`src/rtl/startup_pkg.sv`:
```
package startup_pkg;
  localparam int PHASE_W = 3;
  localparam int NUM_EV  = 4;
  localparam int EV_REL  = 0;
  localparam int EV_TRIS = 1;
  localparam int EV_WEN  = 2;
  localparam int EV_EOS  = 3;

  typedef struct packed {
    logic lock;
    logic match;
    logic eos;
    logic gts;
    logic gwe;
    logic pin;
    logic rel;
  } status_t;
endpackage

```
`src/rtl/stsq_sync.sv`:
```
module stsq_sync #(
  parameter int STAGES = 2
) (
  input  logic clk,
  input  logic rst,
  input  logic d,
  output logic q
);
  logic [STAGES-1:0] sh;

  generate
    if (STAGES == 1) begin : g_one
      always_ff @(posedge clk) begin
        if (rst) sh <= '0;
        else     sh <= d;
      end
    end else begin : g_many
      always_ff @(posedge clk) begin
        if (rst) sh <= '0;
        else     sh <= {sh[STAGES-2:0], d};
      end
    end
  endgenerate

  assign q = sh[STAGES-1];
endmodule

```
`src/rtl/stsq_phase_ctr.sv`:
```
module stsq_phase_ctr #(
  parameter int W = 3
) (
  input  logic         clk,
  input  logic         rst,
  input  logic         step,
  input  logic [W-1:0] stop_at,
  output logic [W-1:0] cnt
);
  always_ff @(posedge clk) begin
    if (rst)                         cnt <= '0;
    else if (step && cnt != stop_at) cnt <= cnt + 1'b1;
  end
endmodule

```
`src/rtl/stsq_evt_latch.sv`:
```
module stsq_evt_latch #(
  parameter int W = 3
) (
  input  logic         clk,
  input  logic         rst,
  input  logic         step,
  input  logic [W-1:0] cur,
  input  logic [W-1:0] at,
  output logic         fired
);
  always_ff @(posedge clk) begin
    if (rst)                     fired <= 1'b0;
    else if (step && cur == at)  fired <= 1'b1;
  end
endmodule

```
`src/rtl/startup_seq.sv`:
```
module startup_seq
  import startup_pkg::*;
#(
  parameter int PW          = PHASE_W,
  parameter int SYNC_STAGES = 2
) (
  input  logic          clk,
  input  logic          rst,
  input  logic          go,
  input  logic [PW-1:0] cfg_rel_phase,
  input  logic [PW-1:0] cfg_tris_phase,
  input  logic [PW-1:0] cfg_wen_phase,
  input  logic [PW-1:0] cfg_eos_phase,
  input  logic [PW-1:0] cfg_wait_phase,
  input  logic          cfg_lock_wait,
  input  logic          cfg_match_wait,
  input  logic          cfg_drive_high,
  input  logic          lock_in,
  input  logic          match_in,
  input  logic          pin_in,
  output logic          pin_oe,
  output logic          pin_o,
  output logic          gts,
  output logic          gwe,
  output logic          eos,
  output logic [PW-1:0] phase,
  output logic [6:0]    status
);
  logic [NUM_EV-1:0][PW-1:0] ev_at;
  logic [NUM_EV-1:0]         ev_hit;
  logic                      pin_s;
  logic                      wait_hold;
  logic                      pin_hold;
  logic                      step;
  status_t                   st;

  assign ev_at[EV_REL]  = cfg_rel_phase;
  assign ev_at[EV_TRIS] = cfg_tris_phase;
  assign ev_at[EV_WEN]  = cfg_wen_phase;
  assign ev_at[EV_EOS]  = cfg_eos_phase;

  stsq_sync #(.STAGES(SYNC_STAGES)) u_sync (
    .clk(clk), .rst(rst), .d(pin_in), .q(pin_s)
  );

  // Holds: gated waits at the chosen phase, released pin still low, finished.
  assign wait_hold = (phase == cfg_wait_phase) &&
                     ((cfg_lock_wait && !lock_in) || (cfg_match_wait && !match_in));
  assign pin_hold  = ev_hit[EV_REL] && !pin_s;
  assign step      = go && !wait_hold && !pin_hold && !ev_hit[EV_EOS];

  stsq_phase_ctr #(.W(PW)) u_ctr (
    .clk(clk), .rst(rst), .step(step), .stop_at(cfg_eos_phase), .cnt(phase)
  );

  generate
    for (genvar i = 0; i < NUM_EV; i++) begin : g_ev
      stsq_evt_latch #(.W(PW)) u_ev (
        .clk(clk), .rst(rst), .step(step), .cur(phase), .at(ev_at[i]),
        .fired(ev_hit[i])
      );
    end
  endgenerate

  assign gts    = !ev_hit[EV_TRIS];
  assign gwe    = ev_hit[EV_WEN];
  assign eos    = ev_hit[EV_EOS];
  assign pin_oe = !ev_hit[EV_REL] || cfg_drive_high;
  assign pin_o  = ev_hit[EV_REL];

  always_comb begin
    st.rel   = ev_hit[EV_REL];
    st.pin   = pin_s;
    st.gwe   = gwe;
    st.gts   = gts;
    st.eos   = eos;
    st.match = match_in;
    st.lock  = lock_in;
  end
  assign status = st;
endmodule

```
`config.mk`:
```
export PLATFORM = sky130hd
export DESIGN_NAME = startup_seq
export DESIGN_NICKNAME = d
export VERILOG_FILES = /design/src/rtl/startup_pkg.sv /design/src/rtl/stsq_sync.sv /design/src/rtl/stsq_phase_ctr.sv /design/src/rtl/stsq_evt_latch.sv /design/src/rtl/startup_seq.sv
export SDC_FILE = /design/constraint.sdc
export NUM_CORES = 1
export LEC_CHECK = 0
export BUFFER_PORTS_ARGS = -buffer_cell sky130_fd_sc_hd__buf_2
export CAP_MARGIN = 40
export CELL_PAD_IN_SITES_DETAIL_PLACEMENT = 0
export CELL_PAD_IN_SITES_GLOBAL_PLACEMENT = 1
export CORE_ASPECT_RATIO = 0.9
export CORE_MARGIN = 5
export CORE_UTILIZATION = 26
export DETAILED_ROUTE_END_ITERATION = 6
export PLACE_DENSITY_LB_ADDON = 0.1
export SLEW_MARGIN = 10
export SYNTH_ARGS = -nofsm -noshare
export SYNTH_HDL_FRONTEND = slang
export SYNTH_SLANG_ARGS = --single-unit
```
`constraint.sdc`:
```
create_clock -name clk -period 1.3 [get_ports clk]
set_input_delay 0.26 -clock clk [delete_from_list [all_inputs] [get_ports clk]]
set_output_delay 0.26 -clock clk [all_outputs]
set_load 0.01 [all_outputs]
```
==> results.md <==
* Status: complete, but fails checks
* Failing checks: setup timing
* Unique masters post-synth at 22
* Hold Path Depth at 2
* Die Ht at between 50 and 60 um
* Leakage at 0.0004814 uW
* Commonest cells post-synth: xor2_1, buf_4, dfxtp_1
* IO Pins at 39
* Root buffer cell: clkbuf_4
* Min Tclk post-route at roughly 1.4 ns
* Register Area at ~190 um^2
* Synthesized area at 635.6 um^2
* Pwr dens at between 900 and 1000 mW/mm^2
* Fill count at between 200 and 300
* Final wirelength at about 1700 um
* Htree depth at 1
* First-pass GRT wire length at ~2800 um
* Full die area at between 0.003 and 0.004 mm^2
* #FFs+latches synth at 9
* Mapped Nets at 95
* Max_cap viols at 0
* Crit-path slowest cell: dfxtp_4
* Row count at 17
* Synth top area share at roughly 28%
* Crit-path max cell delay at about 0.37 ns
* Final setup viols at 3
* CP Launch Type: flip-flop
* Inst Count DP at around 140
* Dpl hpwl at between 1000 and 1500 um
* Gp weighted congestion at approximately 0.76
* Max Buffers Root-to-Sink at 2
* Total grt overflow at 0
* Worst Slack Setup Final at -0.1069 ns
* First DRT Iteration DRCs at 6
* Final hold vios at 0
* Critical path type: reg2reg
* Finished Layout Cells at 140
* Number of port buffers at 38
* Cells on worst reg2reg path at 4
* Syn Inst Count at 70
* VDD IR-drop max at around 0.4 mV
* Vias at between 500 and 600
* Vias in the first global route at 657
* Core Util, Final at 40.29%
* Clk_skew at roughly 0.0029 ns
* Max Fclk at 710.8 MHz
* Share of layout cells above drive strength 1 at 58.04%
* Top-count cell post-synth: xor2_1
* Critical Path Fanout Max at 4
* Starting Density at roughly a quarter
* Worst skew pair latency at between 0.2 and 0.3 ns
* RSZ-0062 raised after global routing: true
* Placeable Area at approximately 0.0024 mm^2
* Required time of the critical path at about 1.5 ns
* Synth warn at 0
* Clk sinks at 9
* Critical path arrival at between 1.5 and 2 ns
* Multi-input combinational cell area at between 400 and 500 um^2
* # nets final at 138
* Hold Crit Class: in2reg
* Slew at the pin closest to its max-slew limit at 0.2806 ns
* Syn Area/Cell at 9.080 um^2
* Post-DR wirelength/cell at 12.28 um
* TNS Setup at -0.1788 ns
* DRC at 0
* Setup crit end kind: flip-flop
* Diode count at 0
* Post-synth top flop: dfxtp_1
* CTS tree: yes
* DR vias/cell at around 4.3
* ANT nets after route at 0
* Async S/R FF share, synth at 0%
* Pwr Total at 900.1 uW
* Synth area leader: dfxtp_1
* Largest net degree at the start of global routing at 13
* CTS Buf Count at 3
* Slew Limit Fails at 0
* Post-synth EDFFs at 0
* Normalized max-slew margin at approximately four fifths
* CP Cell Sequence: xnor2_2, o2111a_2, nor4b_4, mux2_4
* 1st-pass router iterations at 3
* Sequential-to-total area share from yosys stat at approximately 28%
* Initial antenna violation count at 0
* Area contributors post-synth: dfxtp_1, xor2_1, buf_4
* CTS clk-pin slew, worst paths at 0.06 ns
* Area Growth Syn to Fin at 52.36%
* Gr usage total at 9.759%
* Final period utilization at 108.2%
* Die X at roughly 62 um
[per-stage QoR]
stage | setup slack [ns] | hold slack [ns] | instance area, um^2
2_1_floorplan | -0.1245 | 0.3882 | 650.6
3_3_place_gp | -0.1434 | 0.4290 | 868.3
3_5_place_dp | -0.1741 | 0.4298 | 868.3
4_1_cts | -0.07573 | 0.2026 | 904.6
5_1_grt | -0.1646 | 0.2281 | 968.4
6_report | -0.1069 | 0.2107 | 968.4
[report_power, final]
part	internal (uW)	switching, uW
combinational	189	165
sequential	302	27.6
clock	118	97.9
total	610	290
[kinds of logic (layout without fill, tap and decap cells)]
group	after synthesis	after routing	synth area share [%]
fa+ha+maj	1	1	1.968
xor+xnor	15	15	20.67
compound gates	6	6	6.889
flops	9	9	28.35
simple gates	24	24	24.01
mux	3	3	5.118
buf+inv	12	54	12.99
[registers in the layout (all words and copies together), names as in the netlist]
signal	flops
u_ctr.cnt	3
u_sync.sh	2
g_ev.u_ev.fired	4
[cells in the final DEF, fill, tap and decap left out, types with 2 or more instances in the layout]
| cell | n |
|---|---|
| xor2_1 | 10 |
| clkbuf_4 | 3 |
| a31oi_1 | 2 |
| nor2_1 | 5 |
| buf_2 | 38 |
| xor2_2 | 2 |
| buf_4 | 10 |
| nor3_1 | 3 |
| dfxtp_4 | 2 |
| dfxtp_1 | 6 |
| xnor2_2 | 2 |
| nand2b_1 | 4 |
| nor2b_1 | 6 |
[final timing paths]
check                     from      endpoint  slack (ns)
setup / recovery  u_ctr.cnt[1]  u_ctr.cnt[2]       -0.11
hold / removal          pin_in  u_sync.sh[0]        0.21
setup reg to reg  u_ctr.cnt[1]  u_ctr.cnt[2]       -0.11
hold reg to reg   u_sync.sh[0]  u_sync.sh[1]        0.45
[metal layers]
metal	routed length (um)	global-route usage (%)	up-vias
met5	0	0	-
met4	13	4.644	0
met3	155	4.200	2
met2	781	15.98	23
met1	768	10.87	262
li1	-	-	308
[critical path, delay by kind of cell, from the launching register on]
family	cells	cell delay (ns)
xor gates and xnor gates	1	0.14
DFF	1	0.37
and+or+nand+nor	1	0.29
muxes	1	0.32
AOI/OAI and AO/OA	1	0.18
[final cells by class]
class / instances / area share (%)
Clock buffer: 4 / 2.713
Inverter: 1 / 0.3876
Multi-Input combinational cell: 49 / 45.22
Sequential cell: 9 / 19.51
Tap cell: 28 / 3.618
Timing Repair Buffer: 49 / 28.55
[what timing repair did]
action                                  in CTS  in global routing
gates resized for setup                      1                 12
pin swaps                                    0                  5
buffers inserted                             1                  0
endpoints found under the setup margin       2                  5
hold buffers                                 0                  0
Note: power is estimated with default switching activity, not from simulation.
